### src/rtl/vic_pkg.sv
package vic_pkg;
  localparam int unsigned WORD_W         = 32;
  localparam int unsigned PRIO_W         = 2;
  localparam int unsigned ADDR_W         = 5;
  localparam int unsigned MAX_BANK_WORDS = 4;
  localparam int unsigned MAX_PRIO_WORDS = 8;

  localparam logic [ADDR_W-1:0] A_VEC   = 5'd0;
  localparam logic [ADDR_W-1:0] A_BASE  = 5'd1;
  localparam logic [ADDR_W-1:0] A_SEL   = 5'd2;
  localparam logic [ADDR_W-1:0] A_VIEW  = 5'd3;
  localparam logic [ADDR_W-1:0] A_IPND  = 5'd4;
  localparam logic [ADDR_W-1:0] A_FPND  = 5'd8;
  localparam logic [ADDR_W-1:0] A_ROUTE = 5'd12;
  localparam logic [ADDR_W-1:0] A_EN    = 5'd16;
  localparam logic [ADDR_W-1:0] A_MASK  = 5'd20;
  localparam logic [ADDR_W-1:0] A_PRIO  = 5'd24;

  typedef enum logic [2:0] {
    BK_CTL     = 3'd0,
    BK_IPND    = 3'd1,
    BK_FPND    = 3'd2,
    BK_ROUTE   = 3'd3,
    BK_EN      = 3'd4,
    BK_MASK    = 3'd5,
    BK_PRIO_LO = 3'd6,
    BK_PRIO_HI = 3'd7
  } bank_e;

  typedef struct packed {
    logic [PRIO_W-1:0] prio;
    logic              fpnd;
    logic              ipnd;
    logic              route;
    logic              mask;
    logic              en;
  } view_t;
endpackage

### src/rtl/vic_pend_word.sv
module vic_pend_word #(
  parameter int unsigned W     = 32,
  parameter logic [W-1:0] VALID = '1
) (
  input  logic         clk_i,
  input  logic         rst_ni,
  input  logic [W-1:0] src_i,
  input  logic [W-1:0] route_i,
  input  logic         clr_irq_i,
  input  logic         clr_fiq_i,
  output logic [W-1:0] irq_pend_o,
  output logic [W-1:0] fiq_pend_o
);
  logic [W-1:0] set_irq, set_fiq;

  assign set_irq = src_i & ~route_i & VALID;
  assign set_fiq = src_i &  route_i & VALID;

  // new requests win over a same-edge clear
  always_ff @(posedge clk_i or negedge rst_ni) begin
    if (!rst_ni) begin
      irq_pend_o <= '0;
      fiq_pend_o <= '0;
    end else begin
      irq_pend_o <= (clr_irq_i ? '0 : irq_pend_o) | set_irq;
      fiq_pend_o <= (clr_fiq_i ? '0 : fiq_pend_o) | set_fiq;
    end
  end
endmodule

### src/rtl/vic_prio_pick.sv
module vic_prio_pick #(
  parameter int unsigned N  = 96,
  parameter int unsigned PW = 2,
  parameter int unsigned IW = 7
) (
  input  logic [N-1:0]    elig_i,
  input  logic [N*PW-1:0] prio_i,
  output logic            valid_o,
  output logic [IW-1:0]   idx_o
);
  logic [PW-1:0] best;

  // scan downward with >= so the lowest index wins ties
  always_comb begin
    valid_o = 1'b0;
    idx_o   = '0;
    best    = '0;
    for (int i = N - 1; i >= 0; i--) begin
      if (elig_i[i] && (!valid_o || prio_i[i*PW +: PW] >= best)) begin
        valid_o = 1'b1;
        best    = prio_i[i*PW +: PW];
        idx_o   = IW'(i);
      end
    end
  end
endmodule

### src/rtl/vic_bank_ctrl.sv
module vic_bank_ctrl
  import vic_pkg::*;
#(
  parameter int unsigned NUM_SRC = 96
) (
  input  logic                clk_i,
  input  logic                rst_ni,
  input  logic [NUM_SRC-1:0]  src_i,
  input  logic                bus_req_i,
  input  logic                bus_we_i,
  input  logic [ADDR_W-1:0]   bus_addr_i,
  input  logic [WORD_W-1:0]   bus_wdata_i,
  output logic [WORD_W-1:0]   bus_rdata_o,
  output logic                irq_o,
  output logic                fiq_o
);
  localparam int unsigned NW     = (NUM_SRC + WORD_W - 1) / WORD_W;
  localparam int unsigned PAD    = NW * WORD_W;
  localparam int unsigned PPW    = WORD_W / PRIO_W;
  localparam int unsigned NPW    = (NUM_SRC + PPW - 1) / PPW;
  localparam int unsigned IDX_W  = $clog2(NUM_SRC + 1);

  logic                rd_en, wr_en;
  logic [PAD-1:0]      src_pad, en_q, mask_q, route_q;
  logic [PAD-1:0]      irq_pend, fiq_pend, irq_elig, fiq_elig;
  logic [NPW*WORD_W-1:0] prio_q;
  logic [WORD_W-1:0]   base_q, vector;
  logic [IDX_W-1:0]    sel_q, win_q, pick_idx;
  logic                pick_valid, irq_q, fiq_q;
  view_t               view;

  logic [MAX_BANK_WORDS-1:0][WORD_W-1:0] ipnd_w, fpnd_w, route_w, en_w, mask_w;
  logic [MAX_PRIO_WORDS-1:0][WORD_W-1:0] prio_w;

  assign rd_en = bus_req_i & ~bus_we_i;
  assign wr_en = bus_req_i &  bus_we_i;

  always_comb begin
    src_pad = '0;
    src_pad[NUM_SRC-1:0] = src_i;
  end

  for (genvar w = 0; w < NW; w++) begin : g_word
    localparam int unsigned LEFT = NUM_SRC - w * WORD_W;
    localparam int unsigned VC   = (LEFT > WORD_W) ? WORD_W : LEFT;
    localparam logic [WORD_W-1:0] VM =
      (VC == WORD_W) ? '1 : WORD_W'((64'd1 << VC) - 64'd1);

    vic_pend_word #(.W(WORD_W), .VALID(VM)) u_pend (
      .clk_i      (clk_i),
      .rst_ni     (rst_ni),
      .src_i      (src_pad[w*WORD_W +: WORD_W]),
      .route_i    (route_q[w*WORD_W +: WORD_W]),
      .clr_irq_i  (rd_en && (bus_addr_i == A_IPND + ADDR_W'(w))),
      .clr_fiq_i  (rd_en && (bus_addr_i == A_FPND + ADDR_W'(w))),
      .irq_pend_o (irq_pend[w*WORD_W +: WORD_W]),
      .fiq_pend_o (fiq_pend[w*WORD_W +: WORD_W])
    );

    assign ipnd_w[w]  = irq_pend[w*WORD_W +: WORD_W];
    assign fpnd_w[w]  = fiq_pend[w*WORD_W +: WORD_W];
    assign route_w[w] = route_q[w*WORD_W +: WORD_W];
    assign en_w[w]    = en_q[w*WORD_W +: WORD_W];
    assign mask_w[w]  = mask_q[w*WORD_W +: WORD_W];
  end

  for (genvar w = NW; w < MAX_BANK_WORDS; w++) begin : g_word_pad
    assign ipnd_w[w]  = '0;
    assign fpnd_w[w]  = '0;
    assign route_w[w] = '0;
    assign en_w[w]    = '0;
    assign mask_w[w]  = '0;
  end

  for (genvar p = 0; p < NPW; p++) begin : g_prio
    assign prio_w[p] = prio_q[p*WORD_W +: WORD_W];
  end
  for (genvar p = NPW; p < MAX_PRIO_WORDS; p++) begin : g_prio_pad
    assign prio_w[p] = '0;
  end

  // configuration registers
  always_ff @(posedge clk_i or negedge rst_ni) begin
    if (!rst_ni) begin
      en_q    <= '0;
      mask_q  <= '1;
      route_q <= '0;
      prio_q  <= '0;
      base_q  <= '0;
      sel_q   <= '0;
    end else if (wr_en) begin
      if (bus_addr_i == A_BASE) base_q <= bus_wdata_i;
      if (bus_addr_i == A_SEL)  sel_q  <= bus_wdata_i[IDX_W-1:0];
      for (int w = 0; w < NW; w++) begin
        if (bus_addr_i == A_EN + ADDR_W'(w))    en_q[w*WORD_W +: WORD_W]    <= bus_wdata_i;
        if (bus_addr_i == A_MASK + ADDR_W'(w))  mask_q[w*WORD_W +: WORD_W]  <= bus_wdata_i;
        if (bus_addr_i == A_ROUTE + ADDR_W'(w)) route_q[w*WORD_W +: WORD_W] <= bus_wdata_i;
      end
      for (int p = 0; p < NPW; p++) begin
        if (bus_addr_i == A_PRIO + ADDR_W'(p)) prio_q[p*WORD_W +: WORD_W] <= bus_wdata_i;
      end
    end
  end

  assign irq_elig = irq_pend & en_q & ~mask_q;
  assign fiq_elig = fiq_pend & en_q & ~mask_q;

  vic_prio_pick #(.N(NUM_SRC), .PW(PRIO_W), .IW(IDX_W)) u_pick (
    .elig_i  (irq_elig[NUM_SRC-1:0]),
    .prio_i  (prio_q[NUM_SRC*PRIO_W-1:0]),
    .valid_o (pick_valid),
    .idx_o   (pick_idx)
  );

  always_ff @(posedge clk_i or negedge rst_ni) begin
    if (!rst_ni) begin
      irq_q <= 1'b0;
      fiq_q <= 1'b0;
      win_q <= IDX_W'(NUM_SRC);
    end else begin
      irq_q <= |irq_elig;
      fiq_q <= |fiq_elig;
      win_q <= pick_valid ? pick_idx : IDX_W'(NUM_SRC);
    end
  end

  assign irq_o  = irq_q;
  assign fiq_o  = fiq_q;
  assign vector = base_q + (WORD_W'(win_q) << 2);

  always_comb begin
    view = '0;
    if (int'(sel_q) < NUM_SRC) begin
      view.en    = en_q[sel_q];
      view.mask  = mask_q[sel_q];
      view.route = route_q[sel_q];
      view.ipnd  = irq_pend[sel_q];
      view.fpnd  = fiq_pend[sel_q];
      view.prio  = prio_q[PRIO_W*int'(sel_q) +: PRIO_W];
    end
  end

  always_comb begin
    bus_rdata_o = '0;
    if (rd_en) begin
      case (bank_e'(bus_addr_i[4:2]))
        BK_CTL: begin
          case (bus_addr_i[1:0])
            2'd0:    bus_rdata_o = vector;
            2'd1:    bus_rdata_o = base_q;
            2'd2:    bus_rdata_o = WORD_W'(sel_q);
            default: bus_rdata_o = WORD_W'(view);
          endcase
        end
        BK_IPND:    bus_rdata_o = ipnd_w[bus_addr_i[1:0]];
        BK_FPND:    bus_rdata_o = fpnd_w[bus_addr_i[1:0]];
        BK_ROUTE:   bus_rdata_o = route_w[bus_addr_i[1:0]];
        BK_EN:      bus_rdata_o = en_w[bus_addr_i[1:0]];
        BK_MASK:    bus_rdata_o = mask_w[bus_addr_i[1:0]];
        BK_PRIO_LO: bus_rdata_o = prio_w[{1'b0, bus_addr_i[1:0]}];
        BK_PRIO_HI: bus_rdata_o = prio_w[{1'b1, bus_addr_i[1:0]}];
        default:    bus_rdata_o = '0;
      endcase
    end
  end
endmodule

### config.mk
export PLATFORM = sky130hd
export DESIGN_NAME = vic_bank_ctrl
export DESIGN_NICKNAME = d
export VERILOG_FILES = /design/src/rtl/vic_pkg.sv /design/src/rtl/vic_pend_word.sv /design/src/rtl/vic_prio_pick.sv /design/src/rtl/vic_bank_ctrl.sv
export SDC_FILE = /design/constraint.sdc
export NUM_CORES = 2
export LEC_CHECK = 0
export ABC_AREA = 1
export CAP_MARGIN = 5
export CORE_ASPECT_RATIO = 1.1
export CORE_MARGIN = 3
export CORE_UTILIZATION = 40
export CTS_CLUSTER_DIAMETER = 150
export DETAILED_ROUTE_END_ITERATION = 16
export DONT_BUFFER_PORTS = 1
export PLACE_DENSITY_LB_ADDON = 0.15
export SYNTH_ARGS = -nofsm -noshare
export SYNTH_HDL_FRONTEND = slang
export SYNTH_SLANG_ARGS = --single-unit
### constraint.sdc
create_clock -name clk_i -period 114.6 [get_ports clk_i]
set_clock_uncertainty 0.2 [all_clocks]
set_input_delay 11.46 -clock clk_i [delete_from_list [all_inputs] [get_ports clk_i]]
set_output_delay 11.46 -clock clk_i [all_outputs]
set_load 0.02 [all_outputs]
==> results list <==
- The flow ran to the end, but the final reports show violations.
- The checks that failed: slew limit.
- Die height: 370 um
- Gate count after technology mapping: 6962
* Worst r2r path cells: 690
- The clock period could shrink to 96.22 ns.
- Clock Tree Root: sky130_fd_sc_hd__clkbuf_16
- Fraction of the yosys area taken by sequential cells: 37.7%
- Port buffering added 0 buffers.
- The setup check on the worst reg-to-reg path leaves a slack of 18.38 ns.
- Syn nets: 7209
* Nets: 6982
- Post-CTS repair changed the size of 0 cells.
* Number of cells traversed by the worst hold path: 1
* Setup violations, final: 0
- The startpoint identified for the worst register-to-register timing path is mask_q[95]$_DFFE_PN1P_.
- Compared with the post-synthesis result, the final layout area differs by 9.06%.
* Maximum net fanout on the critical path: 8
- Number of search-and-repair iterations in the first detailed-routing pass: 8
- The final-report hold violation count is 0.
* First-pass GRT wire length: 356000 um
- Detailed placer's ending HPWL: 183000 um
- Path class of the lowest-slack min-delay path: reg2reg
- Highest Clock Rate: 10.4 MHz
* Post-synthesis register bit count: 720
- Min-Delay Endpoint: g_word[0].u_pend.irq_pend_o[17]$_DFF_PN0_
- At the end of routability-driven placement, the weighted congestion stood at 1.01.
- Num Clock Sinks: 720
- In this run the number of H-tree levels came out at 3.
- After detailed routing, the number of vias per cell comes to 6.30.
- Critical path required time: 115.03 ns
* Slew Viols, Final: 100
- In this design, the stage delay of the slowest critical-path cell is 1.01 ns.
- The initialized floorplan defines 132 standard-cell rows.
- Clock network latency to the later pin of the worst-skew pair: 0.73 ns
- Critical path arrival: 96.65 ns
* FFs w/ async S/R, synth: 100%
* Crit-path most repeated cell: sky130_fd_sc_hd__nand2_1
- On the critical path, the stage with the largest delay is an instance of sky130_fd_sc_hd__o21ai_0.
- Largest vdd supply drop: 0.0131 mV
* Worst relative slew slack: -6.89%
- Detailed-route wire length: 253000 um
* Synth warn: 0
- Across all layers, the routed design uses 52700 vias.
- TritonCTS built the clock tree.
- In this run, post-CTS hold repair placed 0 buffers.
- In this run the cell area of the synthesized design comes to 48100 um^2.
- Post-route antenna net violation count: 0
- Filler cell count: 12600
- Overall track demand over capacity in global routing: 39.7%
- The worst setup path is of the reg2reg kind.
* Max Cap Viol: 0
* Remaining global-route overflow: 0
* Pin count of the biggest net entering global routing: 721
* Hold path startpoint: route_q[17]$_DFFE_PN0P_
* Number of remaining DRC errors: 0
* Total power per unit cell area: 18.7 nW/um^2
- Post-CTS Setup Bufs: 0
- Setup repair after global routing left no endpoint under its margin.
- The clock passes through at most 3 buffers.
* Total I/O pin count: 171
- EDFF count, synth: 0
* Total Neg Setup Slack: 0 ns
- Post-detailed-route wirelength per cell: 30.2 um
- After clock tree synthesis, the clock-pin slew on the worst setup and hold paths is 0.06 ns.
* Count of routing violations after the opening detailed-route iteration: 7865
- Actual slew at the worst max-slew pin: 1.60 ns
* Capture point of the worst reg-to-reg path: win_q[5]$_DFF_PN1_
* Sort of element at the end of the critical path: flop
- Total die area: 125000 um^2
- Core region area: 119000 um^2
* Critical path startpoint category: flop
- Average cell area after synthesis: 6.91 um^2
* Leading register cell type out of synthesis: sky130_fd_sc_hd__dfrtp_1
* Number of CTS-inserted buffers: 88
- Vias in the first global route: 48300
* Final Hold Slack: 0.278 ns
* Number of antenna violations at the first check in global routing: 23
- Fraction of layout instances using a drive strength above 1: 8.53%
- The number of different library cells used by synthesis comes to 56.
- Post-route fraction of the period consumed by the critical path: 84.0%
- Leakage power: 24.0 nW
- In this run the horizontal extent of the chip is 337 um.
- Initial Util: 40.6%
placed cells by master, fill, tap and decap left out, drive strengths merged, types with 8 or more instances in the layout:
cell       n
nand2   1452
o21ai   1272
inv      982
dfrtp    622
nand3    408
a21oi    397
nor2     352
o22ai    347
nor3     158
clkbuf   129
ha       109
dfstp     98
buf       82
o221ai    73
a221oi    56
nand4     42
a31oi     35
a22oi     30
o211ai    26
clkinv    26
nor4      23
o31ai     23
diode      8
how the worst max path moves through the flow:
stage,startpoint,endpoint,slack (ns),depth (start not counted)
final,mask_q[95]$_DFFE_PN1P_,win_q[5]$_DFF_PN1_,18.38,690
after global routing,mask_q[95]$_DFFE_PN1P_,win_q[4]$_DFF_PN0_,7.38,702
after CTS,mask_q[95]$_DFFE_PN1P_,win_q[5]$_DFF_PN1_,19.58,688
after detailed placement,mask_q[95]$_DFFE_PN1P_,win_q[5]$_DFF_PN1_,19.78,690
after global placement,mask_q[95]$_DFFE_PN1P_,win_q[4]$_DFF_PN0_,22.47,708
after floorplan,mask_q[95]$_DFFE_PN1P_,win_q[6]$_DFF_PN1_,34.13,693
metrics by stage:
step / utilization, % / power, W / cells / area [um^2] / setup WS [ns]
finish: 44.3 / 0.000981 / 8360 / 52500 / 18.38
CTS: 44.2 / 0.000964 / 8349 / 52400 / 19.58
global route: 44.3 / 0.00103 / 8355 / 52500 / 7.38
detailed placement: 41.7 / 0.000671 / 8183 / 49500 / 19.78
floorplan: - / 0.000544 / 6962 / 48100 / 34.13
global placement: 41.7 / 0.000667 / 8183 / 49500 / 22.47
power breakdown:
| part | total [W] | internal, W | switching, W | leakage [nW] |
|---|---|---|---|---|
| combinational | 0.000364 | 0.000106 | 0.000259 | 14.1 |
| clock | 0.000294 | 0.000167 | 0.000127 | 1.45 |
| sequential | 0.000323 | 0.000289 | 0.0000344 | 8.50 |
final cells by class:
type	count	area (um^2)	area share, %
Inverter	979	3700	7.05
Timing Repair Buffer	82	726	1.38
Tap cell	1541	1930	3.67
Clock inverter	37	385	0.734
Clock buffer	129	2550	4.85
Antenna cell	8	20.0	0.0381
Multi-Input combinational cell	4864	25000	47.7
Sequential cell	720	18100	34.6
layer usage:
| metal | wire [um] | GRT usage, % | share of wire, % |
|---|---|---|---|
| met1 | 101000 | 53.6 | 40 |
| met5 | 70 | 0 | 0.028 |
| met2 | 105000 | 57.7 | 42 |
| met4 | 14700 | 19.7 | 5.8 |
| met3 | 32000 | 11.8 | 13 |
critical path: cells and delay by family, from the launching register on:
| family | cells | cell delay (ns) |
|---|---|---|
| AOI/OAI and AO/OA | 182 | 29.13 |
| adders and majority gates | 95 | 27.82 |
| buffers and inverters | 86 | 5.25 |
| DFF | 1 | 0.57 |
| and+or+nand+nor | 327 | 32.91 |
flip-flops by register name, summed over array words and instances, names as in the netlist:
signal / flops
base_q: 32
en_q: 96
fiq_o: 1
g_word.u_pend.fiq_pend_o: 96
g_word.u_pend.irq_pend_o: 96
irq_o: 1
mask_q: 96
prio_q: 192
route_q: 96
sel_q: 7
win_q: 7
kinds of logic (layout without fill, tap and decap cells):
kind of cell | after synthesis | count (layout) | share of synthesized area (%)
DFF | 720 | 720 | 37.7
xor gates and xnor gates | 4 | 4 | 0.0728
buffers and inverters | 1378 | 1227 | 10.7
adders and majority gates | 110 | 110 | 2.88
and+or+nand+nor | 2462 | 2462 | 22.2
other | 0 | 8 | 0
AOI/OAI and AO/OA | 2288 | 2288 | 26.4
cell usage after synthesis, types with 23 or more instances:
cell,instances,area share [%]
sky130_fd_sc_hd__nor2_1,352,2.7
sky130_fd_sc_hd__o31ai_1,23,0.36
sky130_fd_sc_hd__o22ai_1,347,4.5
sky130_fd_sc_hd__nand2_2,170,2.2
sky130_fd_sc_hd__a22oi_1,30,0.47
sky130_fd_sc_hd__o211ai_1,26,0.41
sky130_fd_sc_hd__nand4_1,42,0.55
sky130_fd_sc_hd__nand2_1,1280,10
sky130_fd_sc_hd__o21ai_0,1267,13
sky130_fd_sc_hd__nor4_1,23,0.30
sky130_fd_sc_hd__inv_1,961,7.5
sky130_fd_sc_hd__ha_1,109,2.8
sky130_fd_sc_hd__a31oi_1,35,0.45
sky130_fd_sc_hd__o221ai_1,73,1.3
sky130_fd_sc_hd__dfstp_2,98,5.4
sky130_fd_sc_hd__a221oi_1,56,1.0
sky130_fd_sc_hd__nor3_1,156,1.6
sky130_fd_sc_hd__buf_1,35,0.27
sky130_fd_sc_hd__nand3_1,402,4.2
sky130_fd_sc_hd__a21oi_1,396,4.1
sky130_fd_sc_hd__dfrtp_1,622,32
sky130_fd_sc_hd__clkbuf_1,363,2.8
Note: power is estimated with default switching activity, not from simulation.
